--- config.mk ---
export PLATFORM = sky130hd
export DESIGN_NAME = spi_cfg_slave
export DESIGN_NICKNAME = d
export VERILOG_FILES = /design/src/rtl/spi_cfg_pkg.sv /design/src/rtl/spi_pin_sync.sv /design/src/rtl/spi_reg_bank.sv /design/src/rtl/spi_xfer_ctrl.sv /design/src/rtl/spi_cfg_slave.sv
export SDC_FILE = /design/constraint.sdc
export NUM_CORES = 1
export LEC_CHECK = 0
export BUFFER_PORTS_ARGS = -buffer_cell sky130_fd_sc_hd__buf_2
export CAP_MARGIN = 25
export CORE_MARGIN = 2
export CORE_UTILIZATION = 45
export CTS_BUF_LIST = sky130_fd_sc_hd__clkbuf_16
export DETAILED_ROUTE_END_ITERATION = 16
export PLACE_DENSITY = 0.68
export SLEW_MARGIN = 20
export SYNTH_ARGS = -nofsm -noshare
export SYNTH_HDL_FRONTEND = slang
export SYNTH_SLANG_ARGS = --single-unit
--- constraint.sdc ---
create_clock -name clk -period 6.1 [get_ports clk]
set_input_delay 0.61 -clock clk [delete_from_list [all_inputs] [get_ports clk]]
set_output_delay 0.61 -clock clk [all_outputs]
set_load 0.05 [all_outputs]
--- src/rtl/spi_cfg_pkg.sv ---
package spi_cfg_pkg;

  localparam int unsigned HDR_BITS  = 16;
  localparam int unsigned ADDR_W    = 13;
  localparam int unsigned CNT_W     = 2;
  localparam int unsigned BYTE_W    = 8;
  localparam int unsigned BITCNT_W  = $clog2(HDR_BITS);

  localparam int unsigned HDR_RW_BIT = HDR_BITS - 1;
  localparam int unsigned HDR_CNT_LO = ADDR_W;
  localparam int unsigned HDR_CNT_HI = ADDR_W + CNT_W - 1;

  localparam int unsigned CFG_ADDR     = 0;
  localparam int unsigned CFG_FOUR_BIT = 7;
  localparam int unsigned CFG_LSB_BIT  = 6;
  localparam logic [BYTE_W-1:0] CFG_MASK = 8'hC0;

  localparam int unsigned PIN_SCLK = 0;
  localparam int unsigned PIN_CSN  = 1;
  localparam int unsigned PIN_SDI  = 2;
  localparam int unsigned PIN_W    = 3;

  typedef enum logic [1:0] {
    ST_IDLE = 2'd0,
    ST_HDR  = 2'd1,
    ST_DATA = 2'd2,
    ST_DONE = 2'd3
  } phase_t;

  typedef struct packed {
    logic four_wire;
    logic lsb_first;
  } mode_t;

endpackage

--- src/rtl/spi_pin_sync.sv ---
module spi_pin_sync #(
  parameter int unsigned W       = 3,
  parameter int unsigned STAGES  = 2,
  parameter logic [W-1:0] RST_VAL = '0
) (
  input  logic         clk,
  input  logic         rst_n,
  input  logic [W-1:0] pin_i,
  output logic [W-1:0] pin_s
);

  logic [STAGES-1:0][W-1:0] chain_q;
  logic [STAGES-1:0][W-1:0] chain_d;

  always_comb begin
    chain_d[0] = pin_i;
    for (int s = 1; s < STAGES; s++) begin
      chain_d[s] = chain_q[s-1];
    end
  end

  always_ff @(posedge clk or negedge rst_n) begin
    if (!rst_n) begin
      chain_q <= {STAGES{RST_VAL}};
    end else begin
      chain_q <= chain_d;
    end
  end

  assign pin_s = chain_q[STAGES-1];

endmodule

--- src/rtl/spi_reg_bank.sv ---
module spi_reg_bank
  import spi_cfg_pkg::*;
#(
  parameter int unsigned NUM_REGS = 16
) (
  input  logic                     clk,
  input  logic                     rst_n,
  input  logic                     wr_en,
  input  logic [ADDR_W-1:0]        wr_addr,
  input  logic [BYTE_W-1:0]        wr_data,
  input  logic [ADDR_W-1:0]        rd_addr,
  output logic [BYTE_W-1:0]        rd_data,
  output mode_t                    cfg_mode,
  output logic [NUM_REGS*BYTE_W-1:0] ctrl_o
);

  localparam int unsigned BANK_W = NUM_REGS * BYTE_W;
  localparam int unsigned IDX_W  = (NUM_REGS > 1) ? $clog2(NUM_REGS) : 1;
  localparam logic [ADDR_W-1:0] LIMIT = ADDR_W'(NUM_REGS);

  logic [BANK_W-1:0] bank_q;
  logic [BANK_W-1:0] bank_d;
  logic              wr_in_range;
  logic              bank_en;
  logic              rd_in_range;
  logic [IDX_W-1:0]  rd_idx;

  assign wr_in_range = (wr_addr < LIMIT);
  assign bank_en     = wr_en && wr_in_range;

  // one byte lane per register; the configuration lane keeps only its defined bits
  for (genvar g = 0; g < NUM_REGS; g++) begin : g_lane
    localparam logic [BYTE_W-1:0] KEEP = (g == CFG_ADDR) ? CFG_MASK : {BYTE_W{1'b1}};
    logic hit;
    assign hit = (wr_addr == ADDR_W'(g));
    assign bank_d[g*BYTE_W +: BYTE_W] = hit ? (wr_data & KEEP)
                                            : bank_q[g*BYTE_W +: BYTE_W];
  end

  always_ff @(posedge clk or negedge rst_n) begin
    if (!rst_n) begin
      bank_q <= '0;
    end else if (bank_en) begin
      bank_q <= bank_d;
    end
  end

  assign rd_in_range = (rd_addr < LIMIT);
  assign rd_idx      = rd_addr[IDX_W-1:0];

  always_comb begin
    rd_data = '0;
    if (rd_in_range) begin
      rd_data = bank_q[rd_idx*BYTE_W +: BYTE_W];
    end
  end

  assign cfg_mode.four_wire = bank_q[CFG_ADDR*BYTE_W + CFG_FOUR_BIT];
  assign cfg_mode.lsb_first = bank_q[CFG_ADDR*BYTE_W + CFG_LSB_BIT];
  assign ctrl_o = bank_q;

  // a write outside the bank leaves every register untouched
  a_r11_undefined_write_ignored: assert property (@(posedge clk) disable iff (!rst_n)
    (wr_en && !wr_in_range) |=> $stable(bank_q));

endmodule

--- src/rtl/spi_xfer_ctrl.sv ---
module spi_xfer_ctrl
  import spi_cfg_pkg::*;
(
  input  logic              clk,
  input  logic              rst_n,
  input  logic              sclk_s,
  input  logic              cs_n_s,
  input  logic              sdi_s,
  input  mode_t             cfg_mode,
  input  logic [BYTE_W-1:0] rd_data,
  output logic [ADDR_W-1:0] rd_addr,
  output logic              wr_en,
  output logic [ADDR_W-1:0] wr_addr,
  output logic [BYTE_W-1:0] wr_data,
  output logic              data_out,
  output logic              sdio_oe,
  output logic              sdo_oe
);

  localparam logic [BITCNT_W-1:0] HDR_LAST  = BITCNT_W'(HDR_BITS - 1);
  localparam logic [BITCNT_W-1:0] BYTE_LAST = BITCNT_W'(BYTE_W - 1);

  // edge recovery
  logic sclk_q, csn_q;
  logic sclk_rise, sclk_fall, cs_fall, cs_high;

  always_ff @(posedge clk or negedge rst_n) begin
    if (!rst_n) begin
      sclk_q <= 1'b0;
      csn_q  <= 1'b1;
    end else begin
      sclk_q <= sclk_s;
      csn_q  <= cs_n_s;
    end
  end

  assign sclk_rise = sclk_s & ~sclk_q;
  assign sclk_fall = ~sclk_s & sclk_q;
  assign cs_fall   = ~cs_n_s & csn_q;
  assign cs_high   = cs_n_s;

  // transaction state
  phase_t               state_q, state_d;
  mode_t                mode_q, mode_d;
  logic [HDR_BITS-1:0]  hdr_q, hdr_d, hdr_in;
  logic [BYTE_W-1:0]    byte_q, byte_d, byte_in;
  logic [BITCNT_W-1:0]  bits_q, bits_d;
  logic                 rd_q, rd_d;
  logic                 stream_q, stream_d;
  logic [CNT_W-1:0]     left_q, left_d;
  logic [ADDR_W-1:0]    addr_q, addr_d;
  logic [BYTE_W-1:0]    tx_q, tx_d;
  logic                 out_q, out_d;
  logic                 drive_q, drive_d;

  assign hdr_in  = mode_q.lsb_first ? {sdi_s, hdr_q[HDR_BITS-1:1]}
                                    : {hdr_q[HDR_BITS-2:0], sdi_s};
  assign byte_in = mode_q.lsb_first ? {sdi_s, byte_q[BYTE_W-1:1]}
                                    : {byte_q[BYTE_W-2:0], sdi_s};

  assign rd_addr = (state_q == ST_HDR) ? hdr_in[ADDR_W-1:0]
                                       : addr_q + ADDR_W'(1);

  always_comb begin
    state_d  = state_q;
    mode_d   = mode_q;
    hdr_d    = hdr_q;
    byte_d   = byte_q;
    bits_d   = bits_q;
    rd_d     = rd_q;
    stream_d = stream_q;
    left_d   = left_q;
    addr_d   = addr_q;
    tx_d     = tx_q;
    out_d    = out_q;
    drive_d  = drive_q;
    wr_en    = 1'b0;

    if (cs_high) begin
      state_d = ST_IDLE;
      bits_d  = '0;
      drive_d = 1'b0;
    end else if (cs_fall) begin
      state_d = ST_HDR;
      mode_d  = cfg_mode;
      bits_d  = '0;
      drive_d = 1'b0;
    end else begin
      case (state_q)
        ST_HDR: begin
          if (sclk_rise) begin
            hdr_d  = hdr_in;
            bits_d = bits_q + BITCNT_W'(1);
            if (bits_q == HDR_LAST) begin
              rd_d     = hdr_in[HDR_RW_BIT];
              left_d   = hdr_in[HDR_CNT_HI:HDR_CNT_LO];
              stream_d = &hdr_in[HDR_CNT_HI:HDR_CNT_LO];
              addr_d   = hdr_in[ADDR_W-1:0];
              tx_d     = rd_data;
              bits_d   = '0;
              state_d  = ST_DATA;
            end
          end
        end
        ST_DATA: begin
          if (sclk_rise) begin
            byte_d = byte_in;
            bits_d = bits_q + BITCNT_W'(1);
            if (bits_q == BYTE_LAST) begin
              bits_d = '0;
              wr_en  = ~rd_q;
              addr_d = addr_q + ADDR_W'(1);
              tx_d   = rd_data;
              if (!stream_q) begin
                if (left_q == '0) begin
                  state_d = ST_DONE;
                  drive_d = 1'b0;
                end else begin
                  left_d = left_q - CNT_W'(1);
                end
              end
            end
          end else if (sclk_fall && rd_q) begin
            out_d   = mode_q.lsb_first ? tx_q[0] : tx_q[BYTE_W-1];
            tx_d    = mode_q.lsb_first ? {1'b0, tx_q[BYTE_W-1:1]}
                                       : {tx_q[BYTE_W-2:0], 1'b0};
            drive_d = 1'b1;
          end
        end
        default: ;
      endcase
    end
  end

  always_ff @(posedge clk or negedge rst_n) begin
    if (!rst_n) begin
      state_q  <= ST_IDLE;
      mode_q   <= '0;
      hdr_q    <= '0;
      byte_q   <= '0;
      bits_q   <= '0;
      rd_q     <= 1'b0;
      stream_q <= 1'b0;
      left_q   <= '0;
      addr_q   <= '0;
      tx_q     <= '0;
      out_q    <= 1'b0;
      drive_q  <= 1'b0;
    end else begin
      state_q  <= state_d;
      mode_q   <= mode_d;
      hdr_q    <= hdr_d;
      byte_q   <= byte_d;
      bits_q   <= bits_d;
      rd_q     <= rd_d;
      stream_q <= stream_d;
      left_q   <= left_d;
      addr_q   <= addr_d;
      tx_q     <= tx_d;
      out_q    <= out_d;
      drive_q  <= drive_d;
    end
  end

  assign wr_addr  = addr_q;
  assign wr_data  = byte_in;
  assign data_out = out_q;
  assign sdio_oe  = drive_q & ~mode_q.four_wire;
  assign sdo_oe   = drive_q &  mode_q.four_wire;

  // the data phase is entered only after the sixteenth header bit
  a_r2_header_length: assert property (@(posedge clk) disable iff (!rst_n)
    (state_q == ST_DATA && $past(state_q) == ST_HDR) |-> ($past(bits_q) == HDR_LAST));

  // the serial output bit moves only after a falling serial clock edge
  a_r6_out_on_fall: assert property (@(posedge clk) disable iff (!rst_n)
    !sclk_fall |=> $stable(out_q));

  // deselect releases both output pins and parks the sequencer
  a_r10_release_on_deselect: assert property (@(posedge clk) disable iff (!rst_n)
    cs_high |=> (!sdio_oe && !sdo_oe && state_q == ST_IDLE));

  // a finished counted transfer neither writes nor drives
  a_r12_done_quiet: assert property (@(posedge clk) disable iff (!rst_n)
    (state_q == ST_DONE) |-> (!wr_en && !drive_q));

endmodule

--- src/rtl/spi_cfg_slave.sv ---
module spi_cfg_slave
  import spi_cfg_pkg::*;
#(
  parameter int unsigned NUM_REGS    = 16,
  parameter int unsigned SYNC_STAGES = 2
) (
  input  logic                       clk,
  input  logic                       rst_n,
  input  logic                       sclk,
  input  logic                       cs_n,
  input  logic                       sdio_i,
  output logic                       sdio_o,
  output logic                       sdio_oe,
  output logic                       sdo_o,
  output logic                       sdo_oe,
  output logic [NUM_REGS*BYTE_W-1:0] ctrl_o
);

  localparam logic [PIN_W-1:0] PIN_RST = PIN_W'(1) << PIN_CSN;

  // reset: asserted at once, released in step with clk
  logic rst_meta_q, rst_sync_q;

  always_ff @(posedge clk or negedge rst_n) begin
    if (!rst_n) begin
      rst_meta_q <= 1'b0;
      rst_sync_q <= 1'b0;
    end else begin
      rst_meta_q <= 1'b1;
      rst_sync_q <= rst_meta_q;
    end
  end

  logic [PIN_W-1:0] pins_raw, pins_s;

  always_comb begin
    pins_raw           = '0;
    pins_raw[PIN_SCLK] = sclk;
    pins_raw[PIN_CSN]  = cs_n;
    pins_raw[PIN_SDI]  = sdio_i;
  end

  spi_pin_sync #(
    .W       (PIN_W),
    .STAGES  (SYNC_STAGES),
    .RST_VAL (PIN_RST)
  ) u_sync (
    .clk   (clk),
    .rst_n (rst_sync_q),
    .pin_i (pins_raw),
    .pin_s (pins_s)
  );

  mode_t             cfg_mode;
  logic [BYTE_W-1:0] rd_data;
  logic [ADDR_W-1:0] rd_addr;
  logic              wr_en;
  logic [ADDR_W-1:0] wr_addr;
  logic [BYTE_W-1:0] wr_data;
  logic              data_out;

  spi_xfer_ctrl u_ctrl (
    .clk      (clk),
    .rst_n    (rst_sync_q),
    .sclk_s   (pins_s[PIN_SCLK]),
    .cs_n_s   (pins_s[PIN_CSN]),
    .sdi_s    (pins_s[PIN_SDI]),
    .cfg_mode (cfg_mode),
    .rd_data  (rd_data),
    .rd_addr  (rd_addr),
    .wr_en    (wr_en),
    .wr_addr  (wr_addr),
    .wr_data  (wr_data),
    .data_out (data_out),
    .sdio_oe  (sdio_oe),
    .sdo_oe   (sdo_oe)
  );

  spi_reg_bank #(
    .NUM_REGS (NUM_REGS)
  ) u_bank (
    .clk      (clk),
    .rst_n    (rst_sync_q),
    .wr_en    (wr_en),
    .wr_addr  (wr_addr),
    .wr_data  (wr_data),
    .rd_addr  (rd_addr),
    .rd_data  (rd_data),
    .cfg_mode (cfg_mode),
    .ctrl_o   (ctrl_o)
  );

  assign sdio_o = data_out;
  assign sdo_o  = data_out;

  // the two output pins are never enabled together
  a_r7_one_pin_driven: assert property (@(posedge clk) disable iff (!rst_sync_q)
    !(sdio_oe && sdo_oe));

endmodule

# ---- Word level (Yosys, flattened, before mapping)
# Index checks and enable logic that the tools add are counted.
dict set report totals {
  output_inout_bits 132
  in_bits 5
  regBits 191
  latch_bits 0
  wordCells 178
  rom_bits 0
  n_memories 0
  mem_bits_rw 0
}
dict set report op_classes {
  n_eq_ne 36
  mul 0
  n_div 0
  muxes 53
  add_sub_neg 3
  magnitude_cmp 2
  bitwise 12
  n_reduce_logical 36
  shifts 1
}
# op count
set ops {}
lappend ops {{$shiftx A128 B8 Y8} 1}
lappend ops {{$eq A13 B4 Y1 const B} 8}
lappend ops {{$mux W13} 5}
lappend ops {{$mux W8} 8}
lappend ops {{$eq A13 B3 Y1 const B} 4}
lappend ops {{$reduce_and A2 Y1} 18}
lappend ops {{$mux W2} 14}
lappend ops {{$eq A13 B2 Y1 const B} 2}
lappend ops {{$lt A13 B5 Y1 const B} 2}
lappend ops {{$pmux W13 S2} 1}
lappend ops {{$mux W4} 6}
lappend ops {{$reduce_and A7 Y1} 3}
lappend ops {{$mux W16} 1}
lappend ops {{$ne A4 B2 Y1 const B} 4}
lappend ops {{$pmux W8 S2} 1}
lappend ops {{$reduce_and A5 Y1} 3}
lappend ops {{$mux W1} 14}
lappend ops {{$add A13 B1 Y13 const B} 1}
lappend ops {{$eq A13 B1 Y1 const B} 1}
lappend ops {{$logic_not A13 Y1} 1}
lappend ops {{$ne A4 B4 Y1 const B} 3}
lappend ops {{$reduce_and A9 Y1} 1}
lappend ops {{$ne A4 B3 Y1 const B} 2}
lappend ops {{$pmux W2 S2} 2}
lappend ops {{20 further kinds} 37}

# ---- Depth between registers and ports, before layout
# Gate-level depths: netlist of run 1.
dict set report depth {
  depth_word 8
  depth_mapped 12
  depth_no_buf 9
}

# ---- Hierarchy
# A second synthesis of run 1 with hierarchy kept.
dict set report unflattened {
  hier_cells 791
  hier_area_um2 9763.1
}
# module n_inst area_per_inst_um2 seq_area_each_um2 cells_per_inst
set modules_own_cells {}
lappend modules_own_cells {spi_reg_bank 1 5992.0 3052.9 416}
lappend modules_own_cells {spi_xfer_ctrl 1 3557.2 1527.7 365}
lappend modules_own_cells {spi_pin_sync 1 152.6 152.6 6}
lappend modules_own_cells {spi_cfg_slave 1 61.3 50.0 4}

# ---- Least setup slack after synthesis of run 1
# OpenSTA, ideal clock, no wires.
dict set report synth_timing {
  path_type {flip-flop to flip-flop}
  startpoint {register u_ctrl.addr_q[0], in the netlist u_ctrl.wr_addr[0]}
  endpoint {register u_ctrl.tx_q[5]}
  arrival_ns 2.407
  stages_incl_launch_ff 11
  setup_time_ns 0.126
  path_slack_ns 3.567
  required_ns 5.974
  path_buffers 1
  period_less_slack_ns 2.533
  cell_sequence {dfrtp_1 > inv_1 > ha_1 > or2_0 > a21boi_1 > buf_2 > mux2_1 > a221o_1 > and3_1 > a221oi_1 > o21ai_1}
}
dict set report synth_between {
  elab_chain_len 7
  word_cells_on_any_way 10
  cone_classes {add/sub (1); order compare (1); shift (1); mux (7)}
}
# element line_no
set synth_lines {}
lappend synth_lines {{start, declared} spi_xfer_ctrl.sv:51} ;# logic [ADDR_W-1:0] addr_q, addr_d;
lappend synth_lines {{start signal, assigned} spi_xfer_ctrl.sv:158} ;# addr_q <= addr_d;
lappend synth_lines {{$add A13 B1 Y13 (*)} spi_xfer_ctrl.sv:62} ;# : addr_q + ADDR_W'(1);
lappend synth_lines {{$mux W13 (*)} spi_xfer_ctrl.sv:61} ;# assign rd_addr = (state_q == ST_HDR) ? hdr_in[ADDR_W-1:0]
lappend synth_lines {{$shiftx A128 B8 Y8 or $lt A13 B5 Y1 (tied branches)} {spi_reg_bank.sv:54, spi_reg_bank.sv:48}}
lappend synth_lines {{$mux W8 (*)} spi_reg_bank.sv:53} ;# if (rd_in_range) begin
lappend synth_lines {{$mux W8, on equally long branches} {spi_xfer_ctrl.sv:109, spi_xfer_ctrl.sv:94}}
lappend synth_lines {{$mux W8, on equally long branches} {spi_xfer_ctrl.sv:106, spi_xfer_ctrl.sv:91}}
lappend synth_lines {{$pmux W8 S2 (*)} spi_xfer_ctrl.sv:89} ;# case (state_q)
lappend synth_lines {{end signal, assigned} spi_xfer_ctrl.sv:159} ;# tx_q <= tx_d;
lappend synth_lines {{end, declared} spi_xfer_ctrl.sv:52} ;# logic [BYTE_W-1:0] tx_q, tx_d;
# Mark *: on every way between the ends. The rest lies on a longest branch, timed or not. The select of a mux whose other input is x is not followed.
# A chain may end at the register's enable or synchronous reset.

# ---- Worst setup path in the final report of run 1
dict set report layout_timing {
  startpoint {register u_ctrl.mode_q[0] (netlist bit)}
  endpoint {register u_ctrl.tx_q[1]}
}
dict set report layout_between {
  elab_chain_len 7
  word_cells_on_any_way 12
  cone_classes {order compare (1); shift (1); mux (10)}
}
# element line_no
set layout_lines {}
lappend layout_lines {{start, declared} spi_xfer_ctrl.sv:44} ;# mode_t mode_q, mode_d;
lappend layout_lines {{start signal, assigned} spi_xfer_ctrl.sv:151} ;# mode_q <= mode_d;
lappend layout_lines {{$mux W16} spi_xfer_ctrl.sv:56} ;# assign hdr_in = mode_q.lsb_first ? {sdi_s, hdr_q[HDR_BITS-1:1]}
lappend layout_lines {{$mux W13} spi_xfer_ctrl.sv:61}
lappend layout_lines {{$shiftx A128 B8 Y8 or $lt A13 B5 Y1 (tied branches)} {spi_reg_bank.sv:54, spi_reg_bank.sv:48}}
lappend layout_lines {{$mux W8} spi_reg_bank.sv:53}
lappend layout_lines {{$mux W8, on equally long branches} {spi_xfer_ctrl.sv:109, spi_xfer_ctrl.sv:94}}
lappend layout_lines {{$mux W8, on equally long branches} {spi_xfer_ctrl.sv:106, spi_xfer_ctrl.sv:91}}
lappend layout_lines {{$pmux W8 S2 (*)} spi_xfer_ctrl.sv:89}
# Marks and branches as above.

==> results.txt, run 1 <==
The run finished with clean final reports. The final hold violation count came to 0. The area growth from synthesis to layout is 16.40%.

Among all cell types in the netlist, the one instantiated most often is sky130_fd_sc_hd__nand2_1. Prior to clock tree synthesis, the placed netlist has a worst setup slack of about 2.5 ns. The final setup slack of the worst path came out at ~2.7 ns.

The routed wire length per instance is 19.28 um. The data arrival time at the worst-slack endpoint is 3.75 ns. The worst setup path is launched from a flip-flop.

The via count of the routed design is roughly 8k. The number of antenna repair diodes came out at 0. The clock latency on the worst-skew pair is 0.44 ns. The final RePlAce weighted congestion is just over 0.9.

Across the VDD grid, the largest voltage drop is ~0.22 mV. The die span in y came out at 147.0 um. After layout, the worst path uses a little under three fifths of the clock period. The total setup violations reported at the end of the flow is 0. The worst register-to-register path has a setup slack of about 2.7 ns.

The number of placement rows came out at 52. Synthesis inferred around 190 register bits. The first-pass GRT wire length is 41810 um. The count of flip-flops with a built-in enable after synthesis came out at 0. The routed wire length came out at between 20000 and 30000 um. The number of buffers added to fix hold violations after cts is 1. The cell chosen for the clock root is sky130_fd_sc_hd__clkbuf_16. The maximum fanout along the worst path came out at 38. The post-layout net count is about 1.1k. The final critical path time including I/O delays and setup came out at about 3.4 ns. The max-capacitance violation count came out at 0. The worst register-to-register path begins at u_ctrl.mode_q[0]$_DFFE_PN0P_. Summed over all nets, the switching power comes to slightly above 1 mW. The critical path is of the flip-flop to flip-flop type. The count of pins over their slew limit came to 0. Setup repair after global routing left no endpoint under its margin. The length of the first detailed-routing pass in iterations is 5. Headroom to the max-slew limit came out at 29.53%.

The sequential cells in the finished layout cover a total of 4788 sq um. The gate count of the mapped netlist is around 1000. The buffer and inverter count on the worst path came out at 0.

The number of buffers on the longest clock path came out at 2. The fmax came out at around 290 MHz. Buffers added to address setup during post-CTS repair amount to 0.

The clock slew at the register clock pins of the worst setup and hold paths is about 0.080 ns. The netlist area before placement is 9206 sq um. The internal portion of the total power is slightly above 2 mW. For this design the static power due to leakage is approximately 4.9 nW. The clock network burns 35.9% of the power. The count of buffers added on input and output ports is between 100 and 150. The total negative slack for setup checks came out at 0 ns.

The class of the tightest hold or removal check is flip-flop to async pin. The number of clock sinks came out at 191. The largest single stage delay on the critical path is about 1 ns. The number of global-route vias before repair is about 7.4k. Of the cells placed in the final design, the portion with a size suffix greater than 1 is 19.31%. In the synthesized netlist the dominant register cell turns out to be sky130_fd_sc_hd__dfrtp_1. The area of the core region is between 20000 and 25000 sq um. The multi-input combinational cells in the finished layout cover a total of around 4000 sq um.

The remaining antenna violation count is 0. Clock skew on the completed layout was measured at roughly 0.015 ns. Once placement completed, the tool counted placed cells totaling 1342. The number of fillers in the final layout is 1866. The share of total power in sequential cells came out at between 40% and 50%. The endpoint of the worst setup timing path is u_ctrl.tx_q[1]$_DFFE_PN0P_. Using the TritonRoute via totals, the vias-per-cell ratio works out to roughly 5.7. The die is approximately 150 um wide. Traced cell by cell, the critical path runs through mux2i_1, a21bo_2, nor2_1, a221o_1, and3_1, a221oi_1, o21ai_1. The post-cts sizing count came out at 0. After synthesis, the cell types taking the most area are sky130_fd_sc_hd__dfrtp_1, sky130_fd_sc_hd__nand2_1, sky130_fd_sc_hd__o21ai_0, sky130_fd_sc_hd__mux2i_1, sky130_fd_sc_hd__a21oi_1. The number of warnings reported in the yosys synthesis log came out at 0. The switching share of power is around a third. The slew at the pin closest to its max-slew limit is a little over 1 ns.

The HPWL after detailed placement is about 19000 um. Power spread over the standard cell area amounts to a little under 300 nW/um^2. The H-tree level count came out at 4.

The initial utilization of the core area, before any placement, comes to between 40% and 50%. Among all stages on the critical path, the largest delay is contributed by sky130_fd_sc_hd__dfrtp_2. The CTS tree is yes. Summed over all layers, the global routing overflow is 0. The cell type with the largest total area after synthesis is sky130_fd_sc_hd__dfrtp_1. The sequential area share after synthesis is 51.96%.

The start point of the critical path is u_ctrl.mode_q[0]$_DFFE_PN0P_. The cell count along the critical path came out at 7. The number of standard cells in the final layout excluding fillers is 1378. The proportion of synthesized flip-flops having asynchronous set or reset is between 90% and 100%.

The element type at the critical path end is a flip-flop. The number of distinct library cell variants in the gate-level netlist after synthesis came out at 63. The number of DRC violations after detailed-routing iteration 0 came out at 599. 137 I/O pins were placed.

Counting instances in the post-synthesis netlist gives the leading cell types as sky130_fd_sc_hd__nand2_1, sky130_fd_sc_hd__dfrtp_1, sky130_fd_sc_hd__o21ai_0, sky130_fd_sc_hd__a21oi_1, sky130_fd_sc_hd__clkbuf_1. The synthesized area divided by synthesized cell count came out at 9.253 sq um. The combinational cell fraction of total power is between 15 and 20%. The maximum number of pins on one net before global-route repair came out at 60.

The number of clock buffers inserted by TritonCTS came out at 17. The endpoint identified for the worst register-to-register timing path is u_ctrl.tx_q[1]$_DFFE_PN0P_. In the global route stage, overall resource usage came out at around a quarter. The area enclosed by the die boundary came out at 21620 sq um. The count of unresolved DRC violations after routing is 0. The area share of the largest cell type after synthesis came out at 51.10%. In this design, the largest share of critical-path delay is due to compound AO/OA/AOI/OAI gates. The worst register-to-register path has a depth of 7. The initial antenna violation count is 0. For the worst setup path, the data required time is 6.41 ns.
==> cell usage in the layout (no fill, tap or decap), types with 9 or more instances in the layout <==
| cell | n |
|---|---|
| sky130_fd_sc_hd__nand2_1 | 220 |
| sky130_fd_sc_hd__dfrtp_1 | 186 |
| sky130_fd_sc_hd__o21ai_0 | 150 |
| sky130_fd_sc_hd__buf_2 | 130 |
| sky130_fd_sc_hd__a21oi_1 | 71 |
| sky130_fd_sc_hd__mux2i_1 | 40 |
| sky130_fd_sc_hd__nor2_1 | 32 |
| sky130_fd_sc_hd__mux2_2 | 19 |
| sky130_fd_sc_hd__nand3_1 | 17 |
| sky130_fd_sc_hd__clkbuf_16 | 17 |
| sky130_fd_sc_hd__o21ai_1 | 16 |
| sky130_fd_sc_hd__a22oi_1 | 15 |
| sky130_fd_sc_hd__buf_4 | 15 |
| sky130_fd_sc_hd__inv_1 | 14 |
| sky130_fd_sc_hd__nor3_1 | 14 |
| sky130_fd_sc_hd__ha_1 | 9 |
==> power groups by stage <==
stage	Combinational (mW)	Sequential, mW	Clock (mW)
after floorplan	0.413	1.40	0
after global placement	0.554	1.42	0
after detailed placement	0.574	1.41	0
after CTS	0.578	1.39	1.12
after global routing	0.647	1.40	1.18
final	0.601	1.39	1.11
==> final cells by class <==
cell class	instances	area share, %
Clock inverter	15	1.623
Tap cell	270	3.152
Clock buffer	17	3.970
Sequential cell	191	44.68
Inverter	14	0.4904
Multi-Input combinational cell	721	38.14
Timing Repair Buffer	150	7.939
==> metal layers <==
layer	up-vias	GRT usage (%)	share of wire (%)
met3	45	4.814	5.5
met5	-	0	0
met4	0	8.846	2.7
li1	3699	-	-
met1	3799	33.84	44
met2	259	39.41	48
==> state kept, by name (all words and copies together) (netlist names), 2 cells and up <==
| signal | flops |
|---|---|
| u_bank.ctrl_o | 122 |
| u_ctrl.bits_q | 4 |
| u_ctrl.byte_q | 8 |
| u_ctrl.wr_addr | 13 |
| u_sync.pin_s | 3 |
| u_sync.chain_d | 3 |
| u_ctrl.hdr_q | 16 |
| u_ctrl.state_q | 2 |
| u_ctrl.tx_q | 8 |
| u_ctrl.mode_q | 2 |
| u_ctrl.left_q | 2 |
==> through the flow <==
stage / power, mW / area, sq um / hold slack, ns / util, %
after floorplan: 1.812 / 9225 / 0.3144 / -
after CTS: 3.090 / 10670 / 0.2616 / 52.88
after detailed placement: 1.988 / 10060 / 0.2627 / 49.86
after global routing: 3.228 / 10720 / 0.2611 / 53.13
final: 3.108 / 10720 / 0.2537 / 53.13
after global placement: 1.974 / 10030 / 0.3360 / 49.71
==> logic make-up after synthesis <==
group                      Yosys count  share of synthesized area, %
buffers and inverters               88                         4.132
xor gates and xnor gates             5                        0.4758
other                                2                       0.08157
AOI/OAI and AO/OA                  306                         19.00
and+or+nand+nor                    329                         15.74
DFF                                191                         51.96
adders and majority gates            9                         1.223
muxes                               65                         7.393
==> worst min-delay path by stage <==
stage                                     to  depth (start not counted)
2_1_floorplan           rst_meta_q$_DFF_PN0_                          0
3_3_place_gp       u_sync.pin_s[2]$_DFF_PN0_                          0
3_5_place_dp     u_sync.chain_d[3]$_DFF_PN0_                          0
4_1_cts          u_sync.chain_d[4]$_DFF_PN1_                          1
5_1_grt          u_sync.chain_d[4]$_DFF_PN1_                          1
6_report       u_ctrl.wr_addr[7]$_DFFE_PN0P_                          0
Note: power is estimated with default switching activity, not from simulation.
==> run 2: changes to the inputs <==
--- a/config.mk
+++ b/config.mk
@@ -11,7 +11,7 @@
 export CORE_UTILIZATION = 45
 export CTS_BUF_LIST = sky130_fd_sc_hd__clkbuf_16
 export DETAILED_ROUTE_END_ITERATION = 16
-export PLACE_DENSITY = 0.68
+export PLACE_DENSITY = 0.65
 export SLEW_MARGIN = 20
 export SYNTH_ARGS = -nofsm -noshare
 export SYNTH_HDL_FRONTEND = slang
==> constraint.sdc (replaced) <==
create_clock -name clk -period 3.6 [get_ports clk]
set_input_delay 0.36 -clock clk [delete_from_list [all_inputs] [get_ports clk]]
set_output_delay 0.36 -clock clk [all_outputs]
set_load 0.05 [all_outputs]
==> run 2 against run 1 <==
Effect of this change: cell area is 0.33% lower; hold slack worse by 0.23 ns; sequential power increased by 70%; clock power increased by 68%; critical endpoint is now u_ctrl.tx_q[4]$_DFFE_PN0P_; cell count grew 0.15%; total power rose by 69%; global-route usage is 0.61 points higher; clock skew up 0.0047 ns; die area is the same.
==> results.txt, run 2 (synthesis results as in run 1) <==
Setup repair after global routing left no endpoint under its margin. The peak supply drop was 0.2746 mV (+23%). The remaining antenna violation count is 0 (unchanged). The final hold violation count is 0 (unchanged).

The proportion of layout cells with a drive suffix above 1 was 19.37% (+0.055 points). The area enclosed by the die boundary came out at 21620 sq um (unchanged). In the layout the commonest cells are sky130_fd_sc_hd__nand2_1, sky130_fd_sc_hd__dfrtp_1, sky130_fd_sc_hd__o21ai_0. The element type at the critical path end is a flip-flop.

The first-pass GRT wire length is 42320 um (+1.2%). The worst setup path is launched from a flip-flop. The reported leakage power is 4.898 nW (-0.24%).

The flow ran to the end, and the final reports show no timing, DRC or antenna violations. From synthesis to final layout, the design area changed by 16.02%. The ratio of final minimum period to clock period is 81.99% (+26 points). The CTS tree is yes. The initial antenna violation count was 0 (unchanged). The number of buffers added to fix hold violations after cts is 1 (unchanged). The die outline width is 147.0 um (unchanged). The number of I/O pins is 137 (unchanged). The flip-flop count of the largest register, all copies and words added is 122 (unchanged).

The slew at the pin closest to its max-slew limit was 0.8045 ns (-0.2232 ns). The initial standard-cell utilization of the core is 45.65% (unchanged). The post-DP HPWL was 18540 um (about the same). The total global-route track usage came to 25.28% (+0.61 points). Traced cell by cell, the critical path runs through mux2i_1, a21bo_2, nand2_1, a22oi_1, a221oi_1, o21ai_1. The number of clock sinks is 191 (unchanged). The clock slew at the register clock pins of the worst setup and hold paths is 0.08 ns (about the same). The final critical path time including I/O delays and setup is 2.952 ns (-0.4873 ns). The fmax is 338.8 MHz (+17%). The setup path with the least slack is of type flip-flop to flip-flop. The required time of the critical path came out at 3.96 ns (-2.45 ns).

The H-tree level count is 4 (unchanged). The routed wire length is 26860 um (+1.1%). The ratio of total power to cell area is 490.6 nW/um^2 (+69%). The total power after layout came out at 5.240 mW (+69%).

The routed via count divided by cell count is 5.638 (-0.43%). The length of the first detailed-routing pass in iterations came out at 7 (+2). The number of placement rows came out at 52 (unchanged). The maximum number of pins on one net before global-route repair is 115 (+92%). The delay of the slowest critical-path stage came out at 0.75 ns (-0.23 ns). The post-cts sizing count came out at 0 (unchanged).

The post-layout net count came out at 1112 (+0.27%). In this run the worst hold path is classified as input pin to flip-flop. The maximum fanout along the worst path came to 33 (-13%). The number of global-route vias before repair is 7434 (-0.11%). The number of buffers on the longest clock path is 2 (unchanged).

The setup skew after layout is 0.01977 ns (+0.004747 ns). The number of standard cells in the final layout excluding fillers is 1380 (+0.15%). The die span in y came out at 147.0 um (unchanged). The setup fix buffers added after clock tree synthesis came out at 0 (unchanged). The max-capacitance violation count came out at 0 (unchanged). The number of clock buffers inserted by TritonCTS came to 17 (unchanged). The routed wire length per instance is 19.47 um (+0.98%). The cell chosen for the clock root is sky130_fd_sc_hd__clkbuf_16. The residual overflow from global routing came out at 0 (unchanged). The number of antenna repair diodes came out at 0 (unchanged). The count of unresolved DRC violations after routing was 0 (unchanged).

The via count of the routed design is 7780 (-0.28%). The area of the core region is 20170 sq um (unchanged). On the critical path, the stage with the largest delay is an instance of sky130_fd_sc_hd__a21bo_2. The cell count after placement is 1348 (+0.45%). The final RePlAce weighted congestion came out at 0.8727 (-5.7%). The total setup violations reported at the end of the flow is 0 (unchanged).

The leading cell type in the layout, fill and taps excluded is sky130_fd_sc_hd__nand2_1. The number of fillers in the final layout is 1893 (+1.4%). The headroom to the max-slew limit is 45.31% (+16 points). The data arrival time at the worst-slack endpoint came out at 3.31 ns (-0.44 ns).

The count of pins over their slew limit is 0 (unchanged). The clock latency on the worst-skew pair is 0.44 ns (about the same). The total negative slack for setup checks is 0 ns (unchanged). The number of buffers added on ports came out at 130 (unchanged). The number of DRC violations after detailed-routing iteration 0 is 633 (+5.7%).
run 2: cell count changes in the layout (fill, tap and decap cells not counted), sizes merged:
| cell | delta |
|---|---|
| clkinvlp | +1 |
| buf | +4 |
| inv | -1 |
| clkinv | -1 |
| clkbuf | -1 |
run 2: path summary, 6_finish.rpt:
kind / start / endpoint / slack (ns) / depth (start not counted)
worst max-delay path: u_ctrl.mode_q[0]$_DFFE_PN0P_ / u_ctrl.tx_q[4]$_DFFE_PN0P_ / 0.65 / 6
worst min-delay path: cs_n / u_sync.chain_d[4]$_DFF_PN1_ / 0.02 / 1
worst max register to register: u_ctrl.mode_q[0]$_DFFE_PN0P_ / u_ctrl.tx_q[4]$_DFFE_PN0P_ / 0.65 / 6
worst min register to register: rst_sync_q$_DFF_PN0_ / u_sync.chain_d[5]$_DFF_PN0_ / 0.25 / 0
max in group asynchronous: rst_sync_q$_DFF_PN0_ / u_ctrl.mode_q[0]$_DFFE_PN0P_ / 2.34 / 1
min in group asynchronous: rst_n / rst_sync_q$_DFF_PN0_ / 0.23 / 2
run 2: metal layers:
metal  share of wire [%]  track usage (%)  vias to the layer above
met5                   0                0                        -
met4                 2.8            9.183                        0
met3                 5.5            3.975                       46
met2                  47            40.21                      267
met1                  44            35.41                     3772
li1                    -                -                     3695
run 2: through the flow:
stage	area, sq um	hold slack, ns	setup WS [ns]	utilization [%]
2_1_floorplan	9226	0.06441	0.4531	-
3_5_place_dp	10090	0.1506	0.6833	50.03
6_report	10680	0.01919	0.6485	52.96
3_3_place_gp	10090	0.1490	0.7467	50.03
4_1_cts	10680	0.009617	0.6674	52.94
5_1_grt	10680	0.0004622	0.3846	52.96
run 2: critical path, delay by kind of cell (launching register included):
family          cells  cell delay [ns]
compound gates      4             1.57
simple gates        1             0.11
flops               1             0.68
mux                 1             0.50
run 2: cell type report:
type	count	area (sq um)	share of cell area, %
Inverter	14	52.55	0.4920
Clock buffer	17	425.4	3.983
Multi-Input combinational cell	721	4088	38.27
Clock inverter	14	151.4	1.417
Sequential cell	191	4788	44.83
Timing Repair Buffer	153	838.3	7.848
Tap cell	270	337.8	3.163
run 2: power by group:
group	switching, mW	internal (mW)	total, mW
clock network	0.942	0.924	1.87
logic	0.679	0.339	1.02
registers	0.135	2.22	2.36
total	1.76	3.48	5.24
